$ cat src/rtl/i2c_rs_pkg.sv
package i2c_rs_pkg;
    localparam int BYTE_W = 8;
    localparam int CNT_W  = $clog2(BYTE_W + 1);

    typedef enum logic [2:0] {
        ST_IDLE, ST_ADDR, ST_ADDR_ACK, ST_RX, ST_RX_ACK, ST_TX, ST_TX_ACK, ST_IGNORE
    } st_e;

    typedef enum logic [1:0] {
        RK_PTR, RK_DATA, RK_GC
    } rx_kind_e;
endpackage

$ cat src/rtl/i2c_rs_cond.sv
// Bus-condition detector: SCL edges plus START/STOP from one cycle of history.
module i2c_rs_cond (
    input  logic clk,
    input  logic rst_n,
    input  logic scl_i,
    input  logic sda_i,
    output logic scl_rise,
    output logic scl_fall,
    output logic start_det,
    output logic stop_det
);
    logic scl_q, sda_q;

    always_ff @(posedge clk) begin
        if (!rst_n) begin
            scl_q <= 1'b1;
            sda_q <= 1'b1;
        end else begin
            scl_q <= scl_i;
            sda_q <= sda_i;
        end
    end

    assign scl_rise  = scl_i & ~scl_q;
    assign scl_fall  = ~scl_i & scl_q;
    assign start_det = scl_i & scl_q & sda_q & ~sda_i;
    assign stop_det  = scl_i & scl_q & ~sda_q & sda_i;
endmodule

$ cat src/rtl/i2c_rs_match.sv
// Address comparator: fixed ones, programmable bits, strap bit.
module i2c_rs_match #(
    parameter int PROG_W = 4
) (
    input  logic [6:0]        addr7,
    input  logic [PROG_W-1:0] prog,
    input  logic              hw,
    output logic              own_hit,
    output logic              gc_hit
);
    localparam int FIX_W = 6 - PROG_W;

    logic [6:0] own_addr;
    assign own_addr = {{FIX_W{1'b1}}, prog, hw};
    assign own_hit  = (addr7 == own_addr);
    assign gc_hit   = (addr7 == 7'd0);
endmodule

$ cat src/rtl/i2c_rs_fsm.sv
// Protocol state machine and byte datapath.
module i2c_rs_fsm
    import i2c_rs_pkg::*;
#(
    parameter int PTR_W = 8
) (
    input  logic              clk,
    input  logic              rst_n,
    input  logic              scl_rise,
    input  logic              scl_fall,
    input  logic              start_det,
    input  logic              stop_det,
    input  logic              sda_i,
    input  logic              own_hit,
    input  logic              gc_hit,
    input  logic [BYTE_W-1:0] reg_rdata,
    output logic [BYTE_W-1:0] rx_byte,
    output logic              sda_oe,
    output logic [PTR_W-1:0]  reg_addr,
    output logic [BYTE_W-1:0] reg_wdata,
    output logic              reg_we,
    output logic              reg_re,
    output logic [BYTE_W-1:0] gc_cmd,
    output logic              gc_valid,
    output st_e               st_o
);
    st_e              st, st_n;
    rx_kind_e         kind;
    logic [CNT_W-1:0] cnt;
    logic [BYTE_W-1:0] rx_sh, tx_sh, gc_q;
    logic [PTR_W-1:0] ptr;
    logic             rw, is_gc, mack, gcv_q;
    logic             byte_done;

    assign byte_done = (cnt == CNT_W'(BYTE_W)) && scl_fall;

    // state register
    always_ff @(posedge clk) begin
        if (!rst_n) st <= ST_IDLE;
        else        st <= st_n;
    end

    // next state
    always_comb begin
        st_n = st;
        if (start_det) begin
            st_n = ST_ADDR;
        end else if (stop_det) begin
            st_n = ST_IDLE;
        end else begin
            unique case (st)
                ST_IDLE:     st_n = ST_IDLE;
                ST_ADDR:     if (byte_done)
                                 st_n = (own_hit || (gc_hit && !rx_sh[0])) ? ST_ADDR_ACK : ST_IGNORE;
                ST_ADDR_ACK: if (scl_fall) st_n = rw ? ST_TX : ST_RX;
                ST_RX:       if (byte_done) st_n = ST_RX_ACK;
                ST_RX_ACK:   if (scl_fall) st_n = (kind == RK_GC) ? ST_IGNORE : ST_RX;
                ST_TX:       if (scl_fall && cnt == CNT_W'(BYTE_W - 1)) st_n = ST_TX_ACK;
                ST_TX_ACK:   if (scl_fall) st_n = mack ? ST_TX : ST_IGNORE;
                ST_IGNORE:   st_n = ST_IGNORE;
                default:     st_n = ST_IDLE;
            endcase
        end
    end

    // datapath
    always_ff @(posedge clk) begin
        if (!rst_n) begin
            kind  <= RK_PTR;
            cnt   <= '0;
            rx_sh <= '0;
            tx_sh <= '0;
            gc_q  <= '0;
            ptr   <= '0;
            rw    <= 1'b0;
            is_gc <= 1'b0;
            mack  <= 1'b0;
            gcv_q <= 1'b0;
        end else begin
            gcv_q <= 1'b0;
            if (start_det) begin
                cnt <= '0;
            end else begin
                unique case (st)
                    ST_ADDR, ST_RX: begin
                        if (scl_rise) begin
                            rx_sh <= {rx_sh[BYTE_W-2:0], sda_i};
                            cnt   <= cnt + CNT_W'(1);
                        end
                        if (byte_done && st == ST_ADDR) begin
                            rw    <= rx_sh[0];
                            is_gc <= !own_hit;
                        end
                        if (byte_done && st == ST_RX) begin
                            unique case (kind)
                                RK_PTR:  ptr <= PTR_W'(rx_sh);
                                RK_DATA: ptr <= ptr + PTR_W'(1);
                                RK_GC: begin
                                    gc_q  <= rx_sh;
                                    gcv_q <= 1'b1;
                                end
                                default: ;
                            endcase
                        end
                    end
                    ST_ADDR_ACK: if (scl_fall) begin
                        cnt <= '0;
                        if (rw) begin
                            tx_sh <= reg_rdata;
                            ptr   <= ptr + PTR_W'(1);
                        end else begin
                            kind <= is_gc ? RK_GC : RK_PTR;
                        end
                    end
                    ST_RX_ACK: if (scl_fall) begin
                        cnt <= '0;
                        if (kind == RK_PTR) kind <= RK_DATA;
                    end
                    ST_TX: if (scl_fall) begin
                        tx_sh <= {tx_sh[BYTE_W-2:0], 1'b0};
                        cnt   <= cnt + CNT_W'(1);
                    end
                    ST_TX_ACK: begin
                        if (scl_rise) mack <= !sda_i;
                        if (scl_fall && mack) begin
                            tx_sh <= reg_rdata;
                            ptr   <= ptr + PTR_W'(1);
                            cnt   <= '0;
                        end
                    end
                    default: ;
                endcase
            end
        end
    end

    // outputs
    always_comb begin
        sda_oe = 1'b0;
        unique case (st)
            ST_ADDR_ACK, ST_RX_ACK: sda_oe = 1'b1;
            ST_TX:                  sda_oe = !tx_sh[BYTE_W-1];
            default:                sda_oe = 1'b0;
        endcase
        reg_we    = (st == ST_RX) && (kind == RK_DATA) && byte_done;
        reg_re    = scl_fall && (((st == ST_ADDR_ACK) && rw) || ((st == ST_TX_ACK) && mack));
        reg_addr  = ptr;
        reg_wdata = rx_sh;
        gc_cmd    = gc_q;
        gc_valid  = gcv_q;
        rx_byte   = rx_sh;
        st_o      = st;
    end
endmodule

$ cat src/rtl/i2c_regslave.sv
// Top: I2C slave giving pointer-based access to an external register file.
module i2c_regslave #(
    parameter int PTR_W  = 8,
    parameter int PROG_W = 4
) (
    input  logic              clk,
    input  logic              rst_n,
    input  logic              scl_i,
    input  logic              sda_i,
    output logic              sda_oe,
    input  logic [PROG_W-1:0] cfg_addr,
    input  logic              strap_addr,
    output logic [PTR_W-1:0]  reg_addr,
    output logic [7:0]        reg_wdata,
    output logic              reg_we,
    output logic              reg_re,
    input  logic [7:0]        reg_rdata,
    output logic [7:0]        gc_cmd,
    output logic              gc_valid
);
    logic scl_rise_w, scl_fall_w, start_w, stop_w;
    logic own_hit_w, gc_hit_w;
    logic [7:0] rx_byte_w;
    i2c_rs_pkg::st_e fsm_st;

    i2c_rs_cond u_cond (
        .clk       (clk),
        .rst_n     (rst_n),
        .scl_i     (scl_i),
        .sda_i     (sda_i),
        .scl_rise  (scl_rise_w),
        .scl_fall  (scl_fall_w),
        .start_det (start_w),
        .stop_det  (stop_w)
    );

    i2c_rs_match #(.PROG_W(PROG_W)) u_match (
        .addr7   (rx_byte_w[7:1]),
        .prog    (cfg_addr),
        .hw      (strap_addr),
        .own_hit (own_hit_w),
        .gc_hit  (gc_hit_w)
    );

    i2c_rs_fsm #(.PTR_W(PTR_W)) u_fsm (
        .clk       (clk),
        .rst_n     (rst_n),
        .scl_rise  (scl_rise_w),
        .scl_fall  (scl_fall_w),
        .start_det (start_w),
        .stop_det  (stop_w),
        .sda_i     (sda_i),
        .own_hit   (own_hit_w),
        .gc_hit    (gc_hit_w),
        .reg_rdata (reg_rdata),
        .rx_byte   (rx_byte_w),
        .sda_oe    (sda_oe),
        .reg_addr  (reg_addr),
        .reg_wdata (reg_wdata),
        .reg_we    (reg_we),
        .reg_re    (reg_re),
        .gc_cmd    (gc_cmd),
        .gc_valid  (gc_valid),
        .st_o      (fsm_st)
    );
endmodule

$ cat config.mk
export PLATFORM = sky130hd
export DESIGN_NAME = i2c_regslave
export DESIGN_NICKNAME = d
export VERILOG_FILES = /design/src/rtl/i2c_rs_pkg.sv /design/src/rtl/i2c_rs_cond.sv /design/src/rtl/i2c_rs_match.sv /design/src/rtl/i2c_rs_fsm.sv /design/src/rtl/i2c_regslave.sv
export SDC_FILE = /design/constraint.sdc
export NUM_CORES = 1
export LEC_CHECK = 0
export BUFFER_PORTS_ARGS = -buffer_cell sky130_fd_sc_hd__buf_2
export CAP_MARGIN = 20
export CORE_MARGIN = 4
export CORE_UTILIZATION = 56
export DETAILED_ROUTE_END_ITERATION = 8
export GPL_ROUTABILITY_DRIVEN = 0
export HOLD_SLACK_MARGIN = 0.1
export PLACE_DENSITY = 0.79
export SETUP_SLACK_MARGIN = 0.4
export SYNTH_ARGS = -nofsm -noshare
export SYNTH_HDL_FRONTEND = slang
export SYNTH_HIERARCHICAL = 1
export SYNTH_SLANG_ARGS = --single-unit
$ cat constraint.sdc
create_clock -name clk -period 3 [get_ports clk]
set_clock_uncertainty 0.2 [all_clocks]
set_input_delay 0.45 -clock clk [delete_from_list [all_inputs] [get_ports clk]]
set_output_delay 0.45 -clock clk [all_outputs]
set_load 0.01 [all_outputs]
# [Word level (Yosys, flattened, before mapping)]
# Cells that the tools add are included.
[word_totals] register_bits=47 input_bits=17 word_cells=140
[classes] n_addsub=2 eq_ne=33 n_mux=37 bitwise=15 reduce_logical=39
[op_table] op="$mux W8" n=8
[op_table] op="$pmux W8 S3" n=2
[op_table] op="$mux W3" n=9
[op_table] op="$ne A2 B1 Y1 const B" n=12
[op_table] op="$ne A4 B3 Y1 const B" n=6
[op_table] op="$pmux W3 S8" n=1
[op_table] op="$reduce_and A6 Y1" n=4
[op_table] op="$mux W4" n=4
[op_table] op="$pmux W4 S4" n=1
[op_table] op="$pmux W8 S2" n=1
[op_table] op="$eq A3 B3 Y1 const B" n=4
[op_table] op="$mux W2" n=6
[op_table] op="$logic_and A1 B1 Y1" n=11
[op_table] op="$reduce_and A3 Y1" n=3
[op_table] op="$add A8 B1 Y8 const B" n=1
[op_table] op="$not A1 Y1" n=8
[op_table] op="$and A1 B1 Y1" n=7
[op_table] op="$eq A7 B7 Y1" n=1
[op_table] op="$logic_not A7 Y1" n=1
[op_table] op="$reduce_and A7 Y1" n=1
[op_table] op="$eq A3 B2 Y1 const B" n=2
[op_table] op="$reduce_bool A3 Y1" n=2
[op_table] op="$reduce_or A2 Y1" n=3
[op_table] op="$reduce_and A5 Y1" n=1
[op_table] op="20 further kinds" n=27

# [Longest topological paths before layout]
# Gate-level depths: netlist (run 1).
[logic_depth] word_depth=8 depth_mapped=7 depth_no_buf=6

# [Hierarchy]
# The synthesis (run 1) kept the hierarchy.
[modules_own_cells] mod="i2c_rs_fsm" n_inst=1 cells_per_inst=296 area_per_inst_um2=2506.2 seq_area_each_um2=900.9
[modules_own_cells] mod="i2c_rs_cond" n_inst=1 cells_per_inst=8 area_per_inst_um2=85.1 seq_area_each_um2=40.0
[modules_own_cells] mod="i2c_rs_match" n_inst=1 cells_per_inst=10 area_per_inst_um2=78.8 seq_area_each_um2=0.0

# [Worst setup path before layout (run 1)]
# OpenSTA, ideal clock, no wires.
[synth_path] path_kind="reg-to-reg" start="register u_fsm.rx_sh[5], in the netlist u_fsm/reg_wdata[5]" end="register u_fsm.st[0], in the netlist u_fsm/st_o[0]" t_arrival_ns=1.830 path_slack_ns=0.851 path_stages_with_launch=7 path_buffers=1 synth_period_minus_slack_ns=2.149 cell_sequence="dfxtp_1 -> buf_4 -> or4_1 -> nor4_2 -> a2111oi_0 -> a2111o_1 -> o221a_2"
[synth_between] elab_chain_cells=8 word_cells_on_any_way=9
[synth_lines] element="start: declaration" line="i2c_rs_fsm.sv:30" source="logic [BYTE_W-1:0] rx_sh, tx_sh, gc_q;"
[synth_lines] element="start signal: assignment" line="i2c_rs_fsm.sv:87" source="rx_sh <= {rx_sh[BYTE_W-2:0], sda_i};"
[synth_lines] element="$logic_not A7 Y1" line="i2c_rs_match.sv:16" source="assign gc_hit = (addr7 == 7'd0);"
[synth_lines] element="named net gc_hit_w" line="i2c_regslave.sv:22" source="logic own_hit_w, gc_hit_w;"
[synth_lines] element="$logic_and A1 B1 Y1" line="i2c_rs_fsm.sv:54" source="st_n = (own_hit || (gc_hit && !rx_sh[0])) ? ST_ADDR_ACK : ST_IGNORE;"
[synth_lines] element="$logic_or A1 B1 Y1" line="i2c_rs_fsm.sv:54"
[synth_lines] element="$mux W3" line="i2c_rs_fsm.sv:54"
[synth_lines] element="$mux W3" line="i2c_rs_fsm.sv:53" source="ST_ADDR: if (byte_done)"
[synth_lines] element="$pmux W3 S8" line="i2c_rs_fsm.sv:51" source="unique case (st)"
[synth_lines] element="$mux W1" line="i2c_rs_fsm.sv:48" source="end else if (stop_det) begin"
[synth_lines] element="$mux W1" line="i2c_rs_fsm.sv:46" source="if (start_det) begin"
[synth_lines] element="end signal: assignment" line="i2c_rs_fsm.sv:40" source="else st <= st_n;"
[synth_lines] element="end: declaration" line="i2c_rs_fsm.sv:27" source="st_e st, st_n;"
# The timed path passes the listed nets, and every way through them passes these cells. The select of a mux whose other input is x is not followed.
# A chain may end at the register's enable or synchronous reset.

# [Worst setup path in the final report (run 1)]
[layout_path] start="register u_cond.scl_q" end="output port reg_we"
[layout_between] elab_chain_cells=3
[layout_lines] element="start: declaration" line="i2c_rs_cond.sv:12" source="logic scl_q, sda_q;"
[layout_lines] element="start signal: assignment" line="i2c_rs_cond.sv:19" source="scl_q <= scl_i;"
[layout_lines] element="$and A1 B1 Y1" line="i2c_rs_cond.sv:25" source="assign scl_fall = ~scl_i & scl_q;"
[layout_lines] element="named net scl_fall_w" line="i2c_regslave.sv:21" source="logic scl_rise_w, scl_fall_w, start_w, stop_w;"
[layout_lines] element="$logic_and A1 B1 Y1" line="i2c_rs_fsm.sv:35" source="assign byte_done = (cnt == CNT_W'(BYTE_W)) && scl_fall;"
[layout_lines] element="$logic_and A1 B1 Y1" line="i2c_rs_fsm.sv:145" source="reg_we = (st == ST_RX) && (kind == RK_DATA) && byte_done;"
[layout_lines] element="end: declaration" line="i2c_regslave.sv:15" source="output logic reg_we,"
# The timed path passes the listed nets, and every way through them passes these cells.

==> reports/qor.csv, run 1 <==
stage,metric,value,unit
critical_path,critPathLaunchType,flip-flop,
sta,rsz0062_at_grt,no,
cells_and_area,nNetsFinal,366,
clock_tree,hold_buffers,0,
grt,gr-total-overflow,0,
floorplanning,die_h,77.0,um
floorplanning,num_io_pins,45,
floorplanning,start_util,59.5,%
detailed_routing,wl_per_cell,16.1,um
sta,slew_viol_final,0,
detailed_routing,drtIter0Drc,231,
critical_path,path_max_fanout,6,
power_and_ir_drop,leakagePower,1.14,nW
clock_tree,cts_tree,built,
sta,tns,0,ps
critical_path,required,2350,ps
job,cap_violations,0,
critical_path,end_kind,output port,
sta,setup_violations,0,
detailed_routing,routed_wl,6440,um
sta,finalCritPeriodShare,82.8,%
clock_tree,clockBufferDepth,2,
clock_tree,cts-resized-gates,0,
clock_tree,cts_buffers,5,
hold_path,holdPathEnd,u_cond/scl_q$_SDFF_PN1_,
sta,worst_slack,517,ps
grt,grt_max_degree,32,
floorplanning,die_w,77.0,um
critical_path,cp.arrival,1830,ps
floorplanning,fp.dieArea,5920,sq um
placement,port-buffer-count,44,
yosys,synth_cells,313,
clock_tree,root_buffer,clkbuf_8,
grt,antenna_found_initial,0,
clock_tree,clock_sinks,47,
detailed_routing,drtAntennaViolNets,0,
cells_and_area,num-fill-cells,369,
placement,dp_slack,544,ps
power_and_ir_drop,finalPower,1.74,mW
cells_and_area,stdcell_count,399,
sta,clock.fmax,403,MHz
yosys,syn_area,2660,sq um
clock_tree,post_cts_buffers,0,
critical_path,r2r_end,u_fsm/reg_addr[6]$_SDFFE_PN0P_,
sta,finalHoldViolCount,0,
grt,grt.total_usage,22.6,%
clock_tree,htree_levels,2,
cells_and_area,diodes,0,
grt,grt_pass1_vias,2351,
placement,dp_hpwl,4510,um
detailed_routing,firstDrtPassIters,4,
cells_and_area,drive_above_1_share,19.9,%
power_and_ir_drop,p_per_area,578,nW/um^2
sta,worst_hold_slack,168,ps
floorplanning,placeableCoreArea,4470,sq um
yosys,yosys_warnings,6,
hold_path,min_path_cells,2,
power_and_ir_drop,peakVddDrop,0.000349,V
detailed_routing,vias,2508,
critical_path,rr_worst_depth,5,
placement,place_inst,391,
detailed_routing,drc_errors,0,
yosys,synth_nets,333,
hold_path,hold_path_class,input pin to flip-flop,
sta,maxSlewHeadroom,34.2,%
status,status,"complete, no violations",
critical_path,criticalPathCategory,flip-flop to output port,
grt,grt_pass1_wl,11100,um
cells_and_area,area_delta_synth_final,13.4,%
clock_tree,clkTransAtPathRegs,90,ps
clock_tree,insertion_delay,300,ps
sta,tightestPinTransition,986,ps
critical_path,r2r_setup_slack,650,ps
hold_path,hp-start,scl_i,
detailed_routing,via_per_inst,6.29,
floorplanning,num_rows,24,
critical_path,r2r-start,u_fsm/st_o[1]$_SDFFE_PP0P_,
yosys,synth.avg_cell_area,8.51,sq um
sta,fin_crit,2480,ps
==> flip-flops by register name, summed over array words and instances, names as in the netlist <==
register         flops
u_fsm/is_gc          1
u_fsm/cnt            4
u_fsm/tx_sh          8
u_fsm/reg_wdata      8
u_fsm/gc_cmd         8
u_cond/scl_q         1
u_cond/sda_q         1
u_fsm/mack           1
u_fsm/gc_valid       1
u_fsm/rw             1
u_fsm/st_o           3
u_fsm/kind           2
u_fsm/reg_addr       8
==> per-stage QoR <==
stage | util, % | cell area [sq um]
4_1_cts | 67.4 | 3020
5_1_grt | 67.5 | 3020
2_1_floorplan | - | 2660
3_3_place_gp | 64.4 | 2880
6_report | 67.5 | 3020
3_5_place_dp | 64.4 | 2880
==> layout by cell type (no fill, tap or decap), drive strengths merged, types with 2 or more instances in the layout <==
cell type,count
a2111o,2
a2111oi,2
a211oi,2
a21oi,17
a311oi,9
a31o,6
a31oi,3
a32o,2
a41oi,5
and2,4
and4b,2
buf,52
bufinv,2
clkbuf,5
dfxtp,47
ha,3
inv,8
mux2i,22
nand2,24
nand2b,9
nand3,16
nand3b,7
nand4,5
nor2,25
nor2b,11
nor3,4
nor3b,5
nor4,3
o211ai,2
o21ai,12
o31ai,6
or4,2
xnor2,5
==> worst max-delay path, cell delays in order, from the launching register on <==
cell,delay [ps]
dfxtp_1,370
nor2b_1,310
nand4b_1,390
nor3_1,290
buf_2,170
==> layout make-up <==
type                            instances  area (sq um)  area share, %
Sequential cell                        47           942           31.2
Tap cell                               52          65.1           2.15
Timing Repair Buffer                   52           280           9.28
Inverter                                8          30.0          0.995
Multi-Input combinational cell        232          1570           51.8
Clock inverter                          3          67.6           2.24
Clock buffer                            5          68.8           2.28
==> worst max-delay path by stage <==
stage | from | endpoint | slack [ps] | cells past startpoint
CTS | u_fsm/st_o[2]$_SDFFE_PP0P_ | sda_oe | 470 | 5
floorplan | u_fsm/reg_wdata[5]$_SDFFE_PN0P_ | u_fsm/st_o[0]$_SDFFE_PN0P_ | 850 | 6
detailed placement | scl_i | u_fsm/reg_addr[1]$_SDFFE_PN0P_ | 540 | 6
global placement | scl_i | u_fsm/reg_addr[1]$_SDFFE_PN0P_ | 610 | 6
finish | u_cond/scl_q$_SDFF_PN1_ | reg_we | 520 | 4
global route | u_fsm/st_o[1]$_SDFFE_PP0P_ | reg_re | 410 | 4
==> metal layers <==
metal | GRT usage [%] | vias to the layer above | part of all wire [%]
li1 | - | 1225 | -
met1 | 29.1 | 1180 | 45
met2 | 36.8 | 91 | 46
met3 | 4.80 | 12 | 6.6
met4 | 8.70 | 0 | 1.6
met5 | 0 | - | 0
==> where the power goes <==
group          internal (mW)  switching (mW)
clock network          0.332           0.226
registers              0.646          0.0446
logic                  0.190           0.306
total                   1.17           0.576
(Power assumes the default switching activity.)
==> run 2: changes to the inputs <==
--- a/config.mk
+++ b/config.mk
@@ -5,14 +5,15 @@
 export SDC_FILE = /design/constraint.sdc
 export NUM_CORES = 1
 export LEC_CHECK = 0
+export ABC_AREA = 1
 export BUFFER_PORTS_ARGS = -buffer_cell sky130_fd_sc_hd__buf_2
 export CAP_MARGIN = 20
 export CORE_MARGIN = 4
-export CORE_UTILIZATION = 56
+export CORE_UTILIZATION = 51
 export DETAILED_ROUTE_END_ITERATION = 8
 export GPL_ROUTABILITY_DRIVEN = 0
 export HOLD_SLACK_MARGIN = 0.1
-export PLACE_DENSITY = 0.79
+export PLACE_DENSITY = 0.76
 export SETUP_SLACK_MARGIN = 0.4
 export SYNTH_ARGS = -nofsm -noshare
 export SYNTH_HDL_FRONTEND = slang
==> constraint.sdc (replaced) <==
create_clock -name clk -period 2.2 [get_ports clk]
set_clock_uncertainty 0.2 [all_clocks]
set_input_delay 0.33 -clock clk [delete_from_list [all_inputs] [get_ports clk]]
set_output_delay 0.33 -clock clk [all_outputs]
set_load 0.01 [all_outputs]
==> run 2 against run 1 <==
- total power is 110% higher
- final cell count up 44%
- synthesized cell count is 39% higher
- area after synthesis up 0.61%
- clock power increased by 4.3%
- non-clock buffer count rose by 23
- largest power group is now combinational cells
==> reports/qor.csv, run 2 <==
stage,metric,value,unit,change
critical_path,path_max_fanout,3,,was 6
grt,antenna_found_initial,0,,unchanged
sta,finalCritPeriodShare,92.0,%,
critical_path,crit_path_start,u_fsm/cnt[1]$_SDFFE_PP0P_,,was u_cond/scl_q$_SDFF_PN1_
placement,port-buffer-count,44,,unchanged
floorplanning,fp.dieArea,6480,sq um,was 5920 sq um
power_and_ir_drop,swShare,44.5,%,was 33.0%
critical_path,end_kind,output port,,unchanged
critical_path,r2r_end,u_fsm/gc_cmd[3]$_SDFFE_PN0P_,,was u_fsm/reg_addr[6]$_SDFFE_PN0P_
yosys,synth_nets,454,,was 333
cells_and_area,drive_above_1_share,30.6,%,was 19.9%
clock_tree,htree_levels,2,,unchanged
sta,tightestPinTransition,495,ps,was 986 ps
cells_and_area,nNetsFinal,525,,was 366
clock_tree,root_buffer,clkbuf_8,,unchanged
clock_tree,clockBufferDepth,2,,unchanged
yosys,synth.avg_cell_area,6.17,sq um,was 8.51 sq um
critical_path,cp.arrival,1490,ps,was 1830 ps
sta,rsz0062_at_grt,yes,,was no
detailed_routing,via_per_inst,5.28,,was 6.29
floorplanning,start_util,52.4,%,was 59.5%
cells_and_area,final_core_util,69.8,%,was 67.5%
placement,dp_slack,90.8,ps,was 544 ps
critical_path,criticalPathCategory,flip-flop to output port,,unchanged
power_and_ir_drop,internal_power,2.02,mW,was 1.17 mW
grt,grt_pass1_wl,11800,um,was 11100 um
cells_and_area,num-fill-cells,439,,was 369
detailed_routing,vias,3043,,was 2508
grt,grt_pass1_vias,2680,,was 2351
clock_tree,cts_tree,built,,unchanged
clock_tree,cts_buffers,5,,unchanged
critical_path,critPathLaunchType,flip-flop,,unchanged
grt,grt_max_degree,32,,unchanged
yosys,yosys_warnings,6,,unchanged
power_and_ir_drop,leakagePower,1.74,nW,was 1.14 nW
sta,fin_crit,2020,ps,
detailed_routing,wl_per_cell,13.5,um,was 16.1 um
grt,grt.total_usage,22.8,%,was 22.6%
detailed_routing,routed_wl,7770,um,was 6440 um
detailed_routing,drc_errors,0,,unchanged
job,cap_violations,0,,unchanged
detailed_routing,drtAntennaViolNets,0,,unchanged
cells_and_area,area_delta_synth_final,33.1,%,was 13.4%
detailed_routing,drtIter0Drc,169,,was 231
floorplanning,die_w,80.5,um,was 77.0 um
power_and_ir_drop,p_per_area,1020,nW/um^2,was 578 nW/um^2
critical_path,r2r-start,u_fsm/cnt[1]$_SDFFE_PP0P_,,was u_fsm/st_o[1]$_SDFFE_PP0P_
sta,slew_viol_final,0,,unchanged
hold_path,hold_path_class,input pin to flip-flop,,unchanged
sta,worst_hold_slack,177,ps,was 168 ps
power_and_ir_drop,peakVddDrop,0.000682,V,was 0.000349 V
floorplanning,die_h,80.5,um,was 77.0 um
sta,worst_slack,176,ps,was 517 ps
grt,gr-total-overflow,0,,unchanged
cells_and_area,diodes,0,,unchanged
sta,setup_violations,0,,unchanged
floorplanning,num_io_pins,45,,unchanged
floorplanning,num_rows,26,,was 24
yosys,synth_cells,434,,was 313
critical_path,required,1670,ps,was 2350 ps
clock_tree,insertion_delay,300,ps,about the same
power_and_ir_drop,p_clk_share,16.0,%,was 32.0%
sta,tns,0,ps,unchanged
detailed_routing,firstDrtPassIters,4,,unchanged
clock_tree,clkTransAtPathRegs,90,ps,about the same
sta,finalHoldViolCount,0,,unchanged
clock_tree,clock_sinks,47,,unchanged
placement,placed_cell_area,2980,sq um,was 2880 sq um
floorplanning,placeableCoreArea,5110,sq um,was 4470 sq um
critical_path,r2r_setup_slack,220,ps,was 650 ps
cells_and_area,fin_area,3570,sq um,was 3020 sq um
critical_path,rr_worst_depth,9,,was 5
power_and_ir_drop,pwr-share-comb,50.6,%,was 28.4%
yosys,syn_area,2680,sq um,was 2660 sq um
status,status,"complete, no violations",,unchanged
sta,maxSlewHeadroom,67.0,%,was 34.2%
cells_and_area,final_common_cell,nand2_1,,was dfxtp_1
critical_path,critPathCapture,reg_we,,unchanged
cells_and_area,most-common-layout-cells,"nand2_1 (109), nor2_1 (62), buf_2 (44), inv_1 (44), dfxtp_1 (37)",,"was dfxtp_1 (46), buf_2 (44), nor2_1 (25), nand2_1 (24), mux2i_1 (22)"
sta,clock.fmax,494,MHz,
power_and_ir_drop,seq_power_share,33.4,%,was 39.6%
power_and_ir_drop,switching_power,1.62,mW,was 0.576 mW
placement,dp_hpwl,4720,um,was 4510 um
## run 2: worst max-delay path, cell delays in order, from the launching register on
cell and delay [ps]:
dfxtp_2 340, inv_2 80, ha_4 140, nand4_1 160
buf_4 190, nor3_4 120, buf_2 160
## run 2: routing by layer
metal	GRT usage (%)	vias up	routed length, um
met5	0	-	0
met4	8.11	0	173
met3	3.36	21	358
met2	41.6	91	3980
met1	27.0	1420	3250
li1	-	1511	-
## run 2: final cells by class
| class | instances | area, sq um | share of cell area, % |
|---|---|---|---|
| multi-input cells | 319 | 1690 | 47.5 |
| flip-flops and latches | 47 | 963 | 27.0 |
| repair buffers | 75 | 479 | 13.4 |
| inverters | 56 | 230 | 6.46 |
| clock buffers | 7 | 96.3 | 2.70 |
| well taps | 70 | 87.6 | 2.46 |
| clock inverters | 1 | 7.51 | 0.211 |
| repair inverters | 1 | 7.51 | 0.211 |
## run 2: per-stage QoR
step                      total power, mW  std cells
after floorplan                      2.19        434
after global placement               2.50        544
after detailed placement             2.53        544
after CTS                            3.31        566
after global routing                 3.92        576
final                                3.64        576
## run 2: worst min-delay path by stage
stage	startpoint	end	slack (ps)	cells past startpoint
after floorplan	rst_n	u_cond/scl_q$_SDFF_PN1_	200	1
after global placement	u_fsm/tx_sh[7]$_SDFFE_PN0P_	u_fsm/tx_sh[7]$_SDFFE_PN0P_	250	2
after detailed placement	u_fsm/tx_sh[5]$_SDFFE_PN0P_	u_fsm/tx_sh[5]$_SDFFE_PN0P_	250	2
after CTS	reg_rdata[0]	u_fsm/tx_sh[0]$_SDFFE_PN0P_	180	5
after global routing	reg_rdata[1]	u_fsm/tx_sh[1]$_SDFFE_PN0P_	190	5
final	reg_rdata[0]	u_fsm/tx_sh[0]$_SDFFE_PN0P_	180	5
## run 2: power by group through the flow
| stage | clock network (mW) | logic (mW) | registers [mW] |
|---|---|---|---|
| after floorplan | 0 | 1.01 | 1.19 |
| after global placement | 0 | 1.32 | 1.18 |
| after detailed placement | 0 | 1.35 | 1.18 |
| after CTS | 0.587 | 1.53 | 1.19 |
| after global routing | 0.623 | 2.05 | 1.25 |
| final | 0.582 | 1.85 | 1.22 |
## run 2: repair_timing
item                                   in CTS  in global routing
endpoints found under the hold margin       3                  0
hold buffers                                3                  0
resized for setup                          45                 54
gates cloned                                1                  1
buffers inserted                           10                  9
pin swaps                                  13                 23
setup endpoints to repair                  37                 41
==> run 3: changes to the inputs <==
--- a/config.mk
+++ b/config.mk
@@ -5,7 +5,7 @@
 export SDC_FILE = /design/constraint.sdc
 export NUM_CORES = 1
 export LEC_CHECK = 0
-export ABC_AREA = 1
+export ABC_AREA = 0
 export BUFFER_PORTS_ARGS = -buffer_cell sky130_fd_sc_hd__buf_2
 export CAP_MARGIN = 20
 export CORE_MARGIN = 4
==> run 3 against run 2 <==
- critical path depth down 1
- design area up 0.14%
- routed wire length down 3.7%
- total power down 32%
- critical endpoint is now u_fsm/st_o[0]$_SDFFE_PN0P_
==> reports/qor.csv, run 3 (synthesis results as in run 1) <==
stage,metric,value,unit,change
sta,clock.fmax,483,MHz,was 494 MHz
critical_path,rr_worst_depth,5,,was 9
grt,grt.total_usage,23.9,%,was 22.8%
sta,worst_hold_slack,109,ps,was 177 ps
critical_path,end_kind,flip-flop,,was output port
cells_and_area,num-fill-cells,405,,was 439
critical_path,r2r_end,u_fsm/st_o[0]$_SDFFE_PN0P_,,was u_fsm/gc_cmd[3]$_SDFFE_PN0P_
critical_path,r2r-start,u_fsm/reg_wdata[5]$_SDFFE_PN0P_,,was u_fsm/cnt[1]$_SDFFE_PP0P_
status,status,"complete, no violations",,unchanged
sta,maxSlewHeadroom,66.1,%,was 67.0%
sta,fin_crit,2070,ps,was 2020 ps
critical_path,required,2200,ps,was 1670 ps
power_and_ir_drop,switching_power,0.923,mW,was 1.62 mW
grt,top_usage_layer,met2,,unchanged
power_and_ir_drop,peakVddDrop,0.000323,V,was 0.000682 V
detailed_routing,vias,2678,,was 3043
power_and_ir_drop,p_clk_share,22.4,%,was 16.0%
detailed_routing,drtAntennaViolNets,0,,unchanged
detailed_routing,drtIter0Drc,213,,was 169
grt,use_met2,39.6,%,was 41.6%
hold_path,hp-start,sda_i,,was reg_rdata[0]
placement,dp_hpwl,4860,um,was 4720 um
floorplanning,num_rows,26,,unchanged
clock_tree,root_buffer,clkbuf_8,,unchanged
power_and_ir_drop,p_per_area,690,nW/um^2,was 1020 nW/um^2
cells_and_area,most-common-layout-cells,"buf_2 (44), dfxtp_1 (41), buf_4 (35), nor2_1 (25), nand2_1 (24)",,"was nand2_1 (109), nor2_1 (62), buf_2 (44), inv_1 (44), dfxtp_1 (37)"
critical_path,path_max_fanout,2,,was 3
cells_and_area,area_delta_synth_final,34.1,%,was 33.1%
sta,rsz0062_at_grt,yes,,unchanged
grt,grt_pass1_wl,12400,um,was 11800 um
clock_tree,clkTransAtPathRegs,100,ps,was 90 ps
hold_path,hold_path_class,input pin to flip-flop,,unchanged
detailed_routing,firstDrtPassIters,5,,was 4
sta,slew_viol_final,0,,unchanged
clock_tree,cts_tree,built,,unchanged
detailed_routing,routed_wl,7480,um,was 7770 um
clock_tree,cts_buffers,5,,unchanged
critical_path,cp.arrival,2070,ps,was 1490 ps
job,cap_violations,0,,unchanged
hold_path,min_path_cells,3,,was 5
critical_path,critPathLaunchType,flip-flop,,unchanged
clock_tree,insertion_delay,310,ps,was 300 ps
cells_and_area,drive_above_1_share,34.8,%,was 30.6%
hold_path,holdPathEnd,u_fsm/reg_wdata[0]$_SDFFE_PN0P_,,was u_fsm/tx_sh[0]$_SDFFE_PN0P_
sta,finalCritPeriodShare,94.0,%,was 92.0%
cells_and_area,diodes,0,,unchanged
power_and_ir_drop,swShare,37.5,%,was 44.5%
grt,gr-total-overflow,0,,unchanged
power_and_ir_drop,pwr-share-comb,39.9,%,was 50.6%
grt,antenna_found_initial,0,,unchanged
grt,met3_usage,3.81,%,was 3.36%
clock_tree,htree_levels,2,,unchanged
sta,finalHoldViolCount,0,,unchanged
detailed_routing,drc_errors,0,,unchanged
detailed_routing,via_per_inst,5.81,,was 5.28
cells_and_area,nNetsFinal,410,,was 525
power_and_ir_drop,seq_power_share,37.7,%,was 33.4%
clock_tree,clockBufferDepth,2,,unchanged
floorplanning,die_w,80.3,um,was 80.5 um
floorplanning,placeableCoreArea,5070,sq um,was 5110 sq um
grt,grt_max_degree,32,,unchanged
cells_and_area,final_common_cell,buf_2,,was nand2_1
critical_path,criticalPathCategory,flip-flop to flip-flop,,was flip-flop to output port
floorplanning,num_io_pins,45,,unchanged
placement,port-buffer-count,44,,unchanged
power_and_ir_drop,internal_power,1.54,mW,was 2.02 mW
detailed_routing,wl_per_cell,16.2,um,was 13.5 um
critical_path,r2r_setup_slack,130,ps,was 220 ps
sta,tightestPinTransition,508,ps,was 495 ps
clock_tree,clock_sinks,47,,unchanged
floorplanning,start_util,52.5,%,was 52.4%
power_and_ir_drop,leakagePower,1.39,nW,was 1.74 nW
grt,use_met1,31.3,%,was 27.0%
sta,setup_violations,0,,unchanged
floorplanning,fp.dieArea,6440,sq um,was 6480 sq um
floorplanning,die_h,80.3,um,was 80.5 um
sta,tns,0,ps,unchanged
grt,grt_pass1_vias,2555,,was 2680
## run 3: layer usage
metal / vias up / part of all wire [%] / wire, um
met3: 6 / 5.6 / 416
met5: - / 0 / 0
met2: 105 / 50 / 3720
met1: 1258 / 44 / 3270
met4: 0 / 0.96 / 72
li1: 1309 / - / -
## run 3: area by class of cell
type,count,area [sq um],share of cell area [%]
timing repair buffer,96,671,18.8
clock buffer,5,68.8,1.93
clock inverter,3,22.5,0.631
multi-input combinational,232,1740,48.8
inverter,8,30.0,0.841
tap,70,87.6,2.45
sequential,47,948,26.6
## run 3: timing repair
action,4_1_cts,5_1_grt
cloned,1,0
resized for setup,28,20
endpoints found under the setup margin,27,43
endpoints found under the hold margin,10,0
hold buffers,10,0
pin swaps,9,9
setup buffers,8,7
## run 3: worst max-delay path: stages (launching register included)
cell,delay [ps]
dfxtp_2,330
or4_4,530
nor4_4,200
a2111oi_2,120
a2111o_1,320
o221a_2,260
## run 3: power by group through the flow
stage	clock network (mW)	logic (mW)	registers, mW
after floorplan	0	0.537	0.937
after global placement	0	0.752	0.940
after detailed placement	0	0.768	0.941
after CTS	0.561	0.862	0.925
after global routing	0.602	1.05	0.935
final	0.552	0.983	0.929
## run 3: worst max-delay path by stage
stage,start,end,slack (ps)
2_1_floorplan,u_fsm/reg_wdata[6]$_SDFFE_PN0P_,u_fsm/st_o[0]$_SDFFE_PN0P_,70
3_3_place_gp,u_fsm/reg_wdata[5]$_SDFFE_PN0P_,u_fsm/st_o[0]$_SDFFE_PN0P_,140
3_5_place_dp,u_fsm/reg_wdata[5]$_SDFFE_PN0P_,u_fsm/st_o[0]$_SDFFE_PN0P_,120
4_1_cts,u_fsm/reg_wdata[5]$_SDFFE_PN0P_,u_fsm/st_o[0]$_SDFFE_PN0P_,160
5_1_grt,u_fsm/reg_wdata[5]$_SDFFE_PN0P_,u_fsm/st_o[0]$_SDFFE_PN0P_,60
6_report,u_fsm/reg_wdata[5]$_SDFFE_PN0P_,u_fsm/st_o[0]$_SDFFE_PN0P_,130
## run 3: through the flow
step	utilization, %	instance area [sq um]	total power, mW	instances	worst slack [ps]
after floorplan	-	2690	1.47	313	72.7
after global placement	60.3	3060	1.69	427	142
after detailed placement	60.3	3060	1.71	427	119
after CTS	67.8	3440	2.35	454	159
after global routing	70.4	3570	2.59	461	58.9
final	70.4	3570	2.46	461	131
